===== src/rtl/csx_pkg.sv =====
package csx_pkg;
  // Bit positions of the pins inside the synchroniser bundle
  typedef enum int unsigned {
    PIN_SCLK  = 0,
    PIN_MOSI  = 1,
    PIN_CFG   = 2,
    PIN_ROUTE = 3
  } csx_pin_e;

  localparam int unsigned PIN_COUNT = 4;
  localparam logic [PIN_COUNT-1:0] PIN_IDLE = 4'b1100; // selects idle high, sclk/mosi low
endpackage


===== src/rtl/csx_sync.sv =====
module csx_sync #(
  parameter int unsigned WIDTH = 4,
  parameter int unsigned STAGES = 2,            // two or more
  parameter logic [WIDTH-1:0] RST_VAL = '0
) (
  input  logic             clk,
  input  logic             rst_n,
  input  logic [WIDTH-1:0] din,
  output logic [WIDTH-1:0] dout
);
  logic [STAGES-1:0][WIDTH-1:0] chain_q;
  logic [STAGES-1:0][WIDTH-1:0] chain_nx;

  always_comb begin
    chain_nx = {chain_q[STAGES-2:0], din};
  end

  always_ff @(posedge clk or negedge rst_n) begin
    if (!rst_n) chain_q <= {STAGES{RST_VAL}};
    else        chain_q <= chain_nx;
  end

  assign dout = chain_q[STAGES-1];
endmodule


===== src/rtl/csx_index.sv =====
module csx_index #(
  parameter int unsigned IDX_W = 3               // two or more
) (
  input  logic             clk,
  input  logic             rst_n,
  input  logic             sclk_s,
  input  logic             mosi_s,
  input  logic             cfg_n_s,
  input  logic             route_n_s,
  output logic [IDX_W-1:0] idx_o
);
  localparam int unsigned CNT_W = $clog2(IDX_W + 2);
  localparam logic [CNT_W-1:0] CNT_FULL = CNT_W'(IDX_W);
  localparam logic [CNT_W-1:0] CNT_CAP  = CNT_W'(IDX_W + 1);

  logic             sclk_d, cfg_d;
  logic [IDX_W-1:0] shreg_q, shreg_nx;
  logic [CNT_W-1:0] cnt_q, cnt_nx;
  logic             pend_vld_q, pend_vld_nx;
  logic [IDX_W-1:0] pend_idx_q, pend_idx_nx;
  logic [IDX_W-1:0] idx_q, idx_nx;
  logic             sclk_rise, cfg_rise;

  assign sclk_rise = sclk_s & ~sclk_d;
  assign cfg_rise  = cfg_n_s & ~cfg_d;

  always_comb begin
    shreg_nx    = shreg_q;
    cnt_nx      = cnt_q;
    pend_vld_nx = pend_vld_q;
    pend_idx_nx = pend_idx_q;
    idx_nx      = idx_q;
    if (!cfg_n_s) begin
      if (sclk_rise) begin
        shreg_nx = {shreg_q[IDX_W-2:0], mosi_s};
        if (cnt_q != CNT_CAP) cnt_nx = cnt_q + 1'b1;
      end
    end else begin
      cnt_nx = '0;
    end
    // commit a waiting update only while the routed select is idle
    if (pend_vld_q && route_n_s) begin
      idx_nx      = pend_idx_q;
      pend_vld_nx = 1'b0;
    end
    // a correctly framed load replaces whatever is waiting
    if (cfg_rise && (cnt_q == CNT_FULL)) begin
      pend_vld_nx = 1'b1;
      pend_idx_nx = shreg_q;
    end
  end

  always_ff @(posedge clk or negedge rst_n) begin
    if (!rst_n) begin
      sclk_d     <= 1'b0;
      cfg_d      <= 1'b1;
      shreg_q    <= '0;
      cnt_q      <= '0;
      pend_vld_q <= 1'b0;
      pend_idx_q <= '0;
      idx_q      <= '0;
    end else begin
      sclk_d     <= sclk_s;
      cfg_d      <= cfg_n_s;
      shreg_q    <= shreg_nx;
      cnt_q      <= cnt_nx;
      pend_vld_q <= pend_vld_nx;
      pend_idx_q <= pend_idx_nx;
      idx_q      <= idx_nx;
    end
  end

  assign idx_o = idx_q;

  AST_CFG_IDLE_NO_SHIFT: assert property (@(posedge clk) disable iff (!rst_n)
    (cfg_n_s && cfg_d) |=> $stable(shreg_q));
  AST_BAD_LEN_DROPPED: assert property (@(posedge clk) disable iff (!rst_n)
    (cfg_rise && (cnt_q != CNT_FULL)) |=> $stable(pend_idx_q));
  AST_IDX_FROZEN_ROUTED: assert property (@(posedge clk) disable iff (!rst_n)
    (!route_n_s) |=> $stable(idx_q));
  AST_IDX_FROM_LOAD: assert property (@(posedge clk) disable iff (!rst_n)
    (idx_q != $past(idx_q)) |-> $past(pend_vld_q));
endmodule


===== src/rtl/csx_route.sv =====
module csx_route #(
  parameter int unsigned IDX_W = 3,
  localparam int unsigned N_OUT = 1 << IDX_W
) (
  input  logic             clk,
  input  logic             rst_n,
  input  logic             route_n_s,
  input  logic [IDX_W-1:0] idx_i,
  output logic [N_OUT-1:0] sel_n_o
);
  logic [N_OUT-1:0] sel_n_q, sel_n_nx;

  for (genvar g = 0; g < N_OUT; g++) begin : g_dec
    always_comb sel_n_nx[g] = route_n_s | (idx_i != IDX_W'(g));
  end

  always_ff @(posedge clk or negedge rst_n) begin
    if (!rst_n) sel_n_q <= '1;
    else        sel_n_q <= sel_n_nx;
  end

  assign sel_n_o = sel_n_q;

  AST_AT_MOST_ONE_LOW: assert property (@(posedge clk) disable iff (!rst_n)
    $countones(~sel_n_q) <= 1);
  AST_ROUTE_HITS_IDX: assert property (@(posedge clk) disable iff (!rst_n)
    (!route_n_s) |=> !sel_n_q[$past(idx_i)]);
  AST_IDLE_ALL_HIGH: assert property (@(posedge clk) disable iff (!rst_n)
    route_n_s |=> (&sel_n_q));
endmodule


===== src/rtl/cs_expander.sv =====
module cs_expander
  import csx_pkg::*;
#(
  parameter int unsigned IDX_W = 3,
  parameter int unsigned SYNC_STAGES = 2,
  localparam int unsigned N_OUT = 1 << IDX_W
) (
  input  logic             clk,
  input  logic             rst_n,
  input  logic             spi_sclk,
  input  logic             spi_mosi,
  input  logic             cfg_sel_n,
  input  logic             route_sel_n,
  output logic [N_OUT-1:0] sel_out_n
);
  logic [PIN_COUNT-1:0] pins_raw, pins_s;
  logic [IDX_W-1:0]     idx;

  always_comb begin
    pins_raw            = '0;
    pins_raw[PIN_SCLK]  = spi_sclk;
    pins_raw[PIN_MOSI]  = spi_mosi;
    pins_raw[PIN_CFG]   = cfg_sel_n;
    pins_raw[PIN_ROUTE] = route_sel_n;
  end

  csx_sync #(.WIDTH(PIN_COUNT), .STAGES(SYNC_STAGES), .RST_VAL(PIN_IDLE)) u_sync (
    .clk(clk), .rst_n(rst_n), .din(pins_raw), .dout(pins_s)
  );

  csx_index #(.IDX_W(IDX_W)) u_index (
    .clk(clk), .rst_n(rst_n),
    .sclk_s(pins_s[PIN_SCLK]), .mosi_s(pins_s[PIN_MOSI]),
    .cfg_n_s(pins_s[PIN_CFG]), .route_n_s(pins_s[PIN_ROUTE]),
    .idx_o(idx)
  );

  csx_route #(.IDX_W(IDX_W)) u_route (
    .clk(clk), .rst_n(rst_n), .route_n_s(pins_s[PIN_ROUTE]),
    .idx_i(idx), .sel_n_o(sel_out_n)
  );
endmodule


===== config.mk =====
export PLATFORM = sky130hd
export DESIGN_NAME = cs_expander
export DESIGN_NICKNAME = d
export VERILOG_FILES = /design/src/rtl/csx_pkg.sv /design/src/rtl/csx_sync.sv /design/src/rtl/csx_index.sv /design/src/rtl/csx_route.sv /design/src/rtl/cs_expander.sv
export SDC_FILE = /design/constraint.sdc
export NUM_CORES = 1
export LEC_CHECK = 0
export ABC_CLOCK_PERIOD_IN_PS = 1600
export CAP_MARGIN = 20
export CORE_MARGIN = 5
export CORE_UTILIZATION = 40
export DETAILED_ROUTE_END_ITERATION = 10
export DONT_BUFFER_PORTS = 1
export PLACE_DENSITY = 0.66
export SLEW_MARGIN = 10
export SYNTH_ARGS = -nofsm -noshare
export SYNTH_HDL_FRONTEND = slang
export SYNTH_SLANG_ARGS = --single-unit

===== constraint.sdc =====
create_clock -name clk -period 1.6 [get_ports clk]
set_input_delay 0.32 -clock clk [delete_from_list [all_inputs] [get_ports clk]]
set_output_delay 0.32 -clock clk [all_outputs]
set_load 0.01 [all_outputs]

==> results.sh <==
export IMPL_outcome="finished clean"
export IMPL_powerDensity_nw_per_um2=1100
export IMPL_grt_usage_pct=8.49
export IMPL_insertion_delay_ns=0.32
export IMPL_synth_ff_type="sky130_fd_sc_hd__dfrtp_1"
export IMPL_cts_htree_levels=2
export IMPL_drt_pre_antenna_iters=4
export IMPL_postCtsSetupBuffers=0
export IMPL_slowest_stage="sky130_fd_sc_hd__dfrtp_1"
export IMPL_vias=570
export IMPL_final_max_slew_viol_count=0
export IMPL_p_leak_nw=0.597
export IMPL_top_level_ports=14
export IMPL_chip_height_um=63.2
export IMPL_utilization_pct=47.9
export IMPL_synth_top_area_share_pct=39.8
export IMPL_start_kind="flip-flop"
export IMPL_netlist_top_cells_area="sky130_fd_sc_hd__dfrtp_1, sky130_fd_sc_hd__dfstp_2, sky130_fd_sc_hd__mux2_1"
export IMPL_whs_ns=0.359
export IMPL_regToRegSetupSlack_ns=0.27
export IMPL_vias_in_the_first_global_route=562
export IMPL_worstPathBufferInverterCount=0
export IMPL_antennaDiodeCount=0
export IMPL_grt_ovfl_total=0
export IMPL_finalHoldViolCount=0
export IMPL_synth_fp_nets=84
export IMPL_cts_path_max_buffers=2
export IMPL_worst_setup_hold_path_clk_slew_ns=0.09
export IMPL_post_place_worst_slack_ns=0.274
export IMPL_post_synth_inst_count=75
export IMPL_rows=19
export IMPL_synth_area_per_cell_sq_um=15.1
export IMPL_post_synth_instance_area_sq_um=1130
export IMPL_antenna_left=0
export IMPL_die_area_sq_um=3990
export IMPL_total_power_mw=1.44
export IMPL_critPathMostFrequentCell="sky130_fd_sc_hd__ha_1"
export IMPL_path_delay_family="flip-flops"
export IMPL_cts_tree="done"
export IMPL_clkSinkCount=31
export IMPL_gp_routability_congestion=0.752
export IMPL_drive_gt1_share_pct=32.6
export IMPL_post_synth_num_cell_types=20
export IMPL_grt_start_max_net_pins=32
export IMPL_place_detailed_instances=106
export IMPL_timing_setup_critical_path_class="reg -> reg"
export IMPL_grt_first_pass_wirelength_um=2430
export IMPL_detail_route_vias_per_cell=4.75
export IMPL_achievable_frequency_mhz=751
export IMPL_rsz0062_at_grt="no"
export IMPL_synth_edf_count=0
export IMPL_drc_errors=0
export IMPL_start_util_pct=41.4
export IMPL_layout_min_cycle_time_ns=1.33
export IMPL_async_flop_share_pct=100
export IMPL_finalWirelength_um=1470
export IMPL_worstPathArrival_ns=1.54
export IMPL_detailed_place_area_sq_um=1170
export IMPL_cp_cell_sequence="ha_1 -> ha_1 -> nand3b_4 -> mux2_4"
export IMPL_postLayoutSetupSlackWorst_ns=0.269
export IMPL_tightestPinTransition_ns=0.266
export IMPL_fin_area_sq_um=1310
export IMPL_worstSetupEndpointType="flip-flop"
export IMPL_ys_ff_latch=31
export IMPL_vdd_ir_drop_worst_v=0.000728
export IMPL_core_region_area_sq_um=2730
export IMPL_fin_worst_skew_ns=0.00775
export IMPL_yosys_top_cells_count="sky130_fd_sc_hd__dfrtp_1, sky130_fd_sc_hd__dfstp_2, sky130_fd_sc_hd__nand2_1"
export IMPL_grt_antenna_before_repair=0
export IMPL_finalSetupTns_ns=0
export IMPL_yosysMostFrequentCell="sky130_fd_sc_hd__dfrtp_1"
export IMPL_cap_viol_max_count=0
export IMPL_cp_data_required_time_ns=1.81
export IMPL_final_net_count=97
export IMPL_ys_warnings_count=0
export IMPL_worst_hold_path_type="reg -> reg"
export IMPL_synth_seq_area_share_pct=70.0
export IMPL_first_iter_violations=23
export IMPL_synth_top_area_cell="sky130_fd_sc_hd__dfrtp_1"
export IMPL_crit_path_max_incr_delay_ns=0.40
export IMPL_final_min_period_over_clock_period_pct=83.2
export IMPL_fin_cells=120
export IMPL_numPortBuffers=0
export IMPL_numCtsBuffers=5
export IMPL_maxSlewHeadroom_pct=82.2
export IMPL_layout_area_overhead_vs_synth_pct=15.7
export IMPL_cts_root_buffer="sky130_fd_sc_hd__clkbuf_4"
export IMPL_dpl_wire_length_um=980
export IMPL_detail_route_wl_per_cell_um=12.2
export IMPL_crit_path_max_fanout=4
export IMPL_fp_dieW_um=63.2
export IMPL_timing_final_setup_violations=0
## area by class of cell
type	instances	area [sq um]
multi-input combinational	40	324
timing repair buffer	6	70.1
tap	31	38.8
sequential	31	792
clock buffer	8	68.8
inverter	4	15.0
fill	232	1430
## state kept, by name (all words and copies together), names as in the netlist
| name | count |
|---|---|
| u_route.sel_n_o | 8 |
| u_sync.chain_nx | 4 |
| u_sync.dout | 4 |
| u_index.cnt_q | 3 |
| u_index.idx_o | 3 |
| u_index.pend_idx_q | 3 |
| u_index.shreg_q | 3 |
| u_index.cfg_d | 1 |
| u_index.pend_vld_q | 1 |
| u_index.sclk_d | 1 |
## worst paths after layout
check | from | end | cells after the start
worst max-delay path | u_index.cnt_q[0] | u_index.pend_idx_q[2] | 4
worst min register to register | u_sync.chain_nx[4] | u_sync.dout[0] | 0
worst max register to register | u_index.cnt_q[0] | u_index.pend_idx_q[2] | 4
min in group asynchronous | rst_n | u_sync.dout[1] | 2
max in group asynchronous | rst_n | u_route.sel_n_o[2] | 2
worst min-delay path | u_sync.chain_nx[4] | u_sync.dout[0] | 0
## worst register-to-register path: cells and delay by family (launching register included)
kind          cells  cell delay (ns)
fa+ha+maj         2             0.40
flops             1             0.40
mux               1             0.30
simple gates      1             0.11
## routing by layer
layer	share of wire [%]	GRT usage (%)	vias to the layer above	wire length (um)
li1	-	-	268	-
met1	39	8.13	274	572
met2	48	13.1	21	711
met3	8.5	4.26	7	124
met4	4.0	7.79	0	58
met5	0	0	-	0
## layout by cell type, fill, tap and decap left out
| cell | n |
|---|---|
| sky130_fd_sc_hd__nand3_1 | 2 |
| sky130_fd_sc_hd__mux2i_1 | 1 |
| sky130_fd_sc_hd__dfstp_2 | 13 |
| sky130_fd_sc_hd__nor2b_1 | 3 |
| sky130_fd_sc_hd__a21oi_1 | 1 |
| sky130_fd_sc_hd__nor2_1 | 4 |
| sky130_fd_sc_hd__clkbuf_8 | 2 |
| sky130_fd_sc_hd__buf_12 | 1 |
| sky130_fd_sc_hd__nand2b_1 | 2 |
| sky130_fd_sc_hd__mux2_4 | 3 |
| sky130_fd_sc_hd__clkbuf_4 | 5 |
| sky130_fd_sc_hd__nor2_2 | 1 |
| sky130_fd_sc_hd__nand2b_4 | 1 |
| sky130_fd_sc_hd__dlygate4sd3_1 | 5 |
| sky130_fd_sc_hd__or2_0 | 1 |
| sky130_fd_sc_hd__clkbuf_1 | 1 |
| sky130_fd_sc_hd__mux2_1 | 6 |
| sky130_fd_sc_hd__mux2_2 | 1 |
| sky130_fd_sc_hd__inv_1 | 4 |
| sky130_fd_sc_hd__nand3b_4 | 1 |
| sky130_fd_sc_hd__nand2_1 | 7 |
| sky130_fd_sc_hd__a21oi_2 | 1 |
| sky130_fd_sc_hd__ha_1 | 3 |
| sky130_fd_sc_hd__dfrtp_1 | 18 |
| sky130_fd_sc_hd__o21ai_1 | 2 |
## cells by family (layout without fill, tap and decap cells)
kind of cell / count (synthesis) / count (layout) / share of synthesized area (%)
compound gates: 4 / 4 / 2.10
fa+ha+maj: 3 / 3 / 3.32
mux: 11 / 11 / 11.8
simple gates: 22 / 22 / 11.4
buf+inv: 4 / 18 / 1.33
flops: 31 / 31 / 70.0
## power by group
| part | switching, mW | leakage (nW) | internal [mW] |
|---|---|---|---|
| sequential | 0.0283 | 0.370 | 0.836 |
| combinational | 0.0353 | 0.189 | 0.0449 |
| clock | 0.240 | 0.0386 | 0.258 |
| total | 0.304 | 0.597 | 1.14 |
## timing repair
item | 4_1_cts | 5_1_grt
hold buffers | 4 | 2
resized for setup | 0 | 0
hold endpoints to repair | 33 | 2
Power figures use the tool's default switching activity.
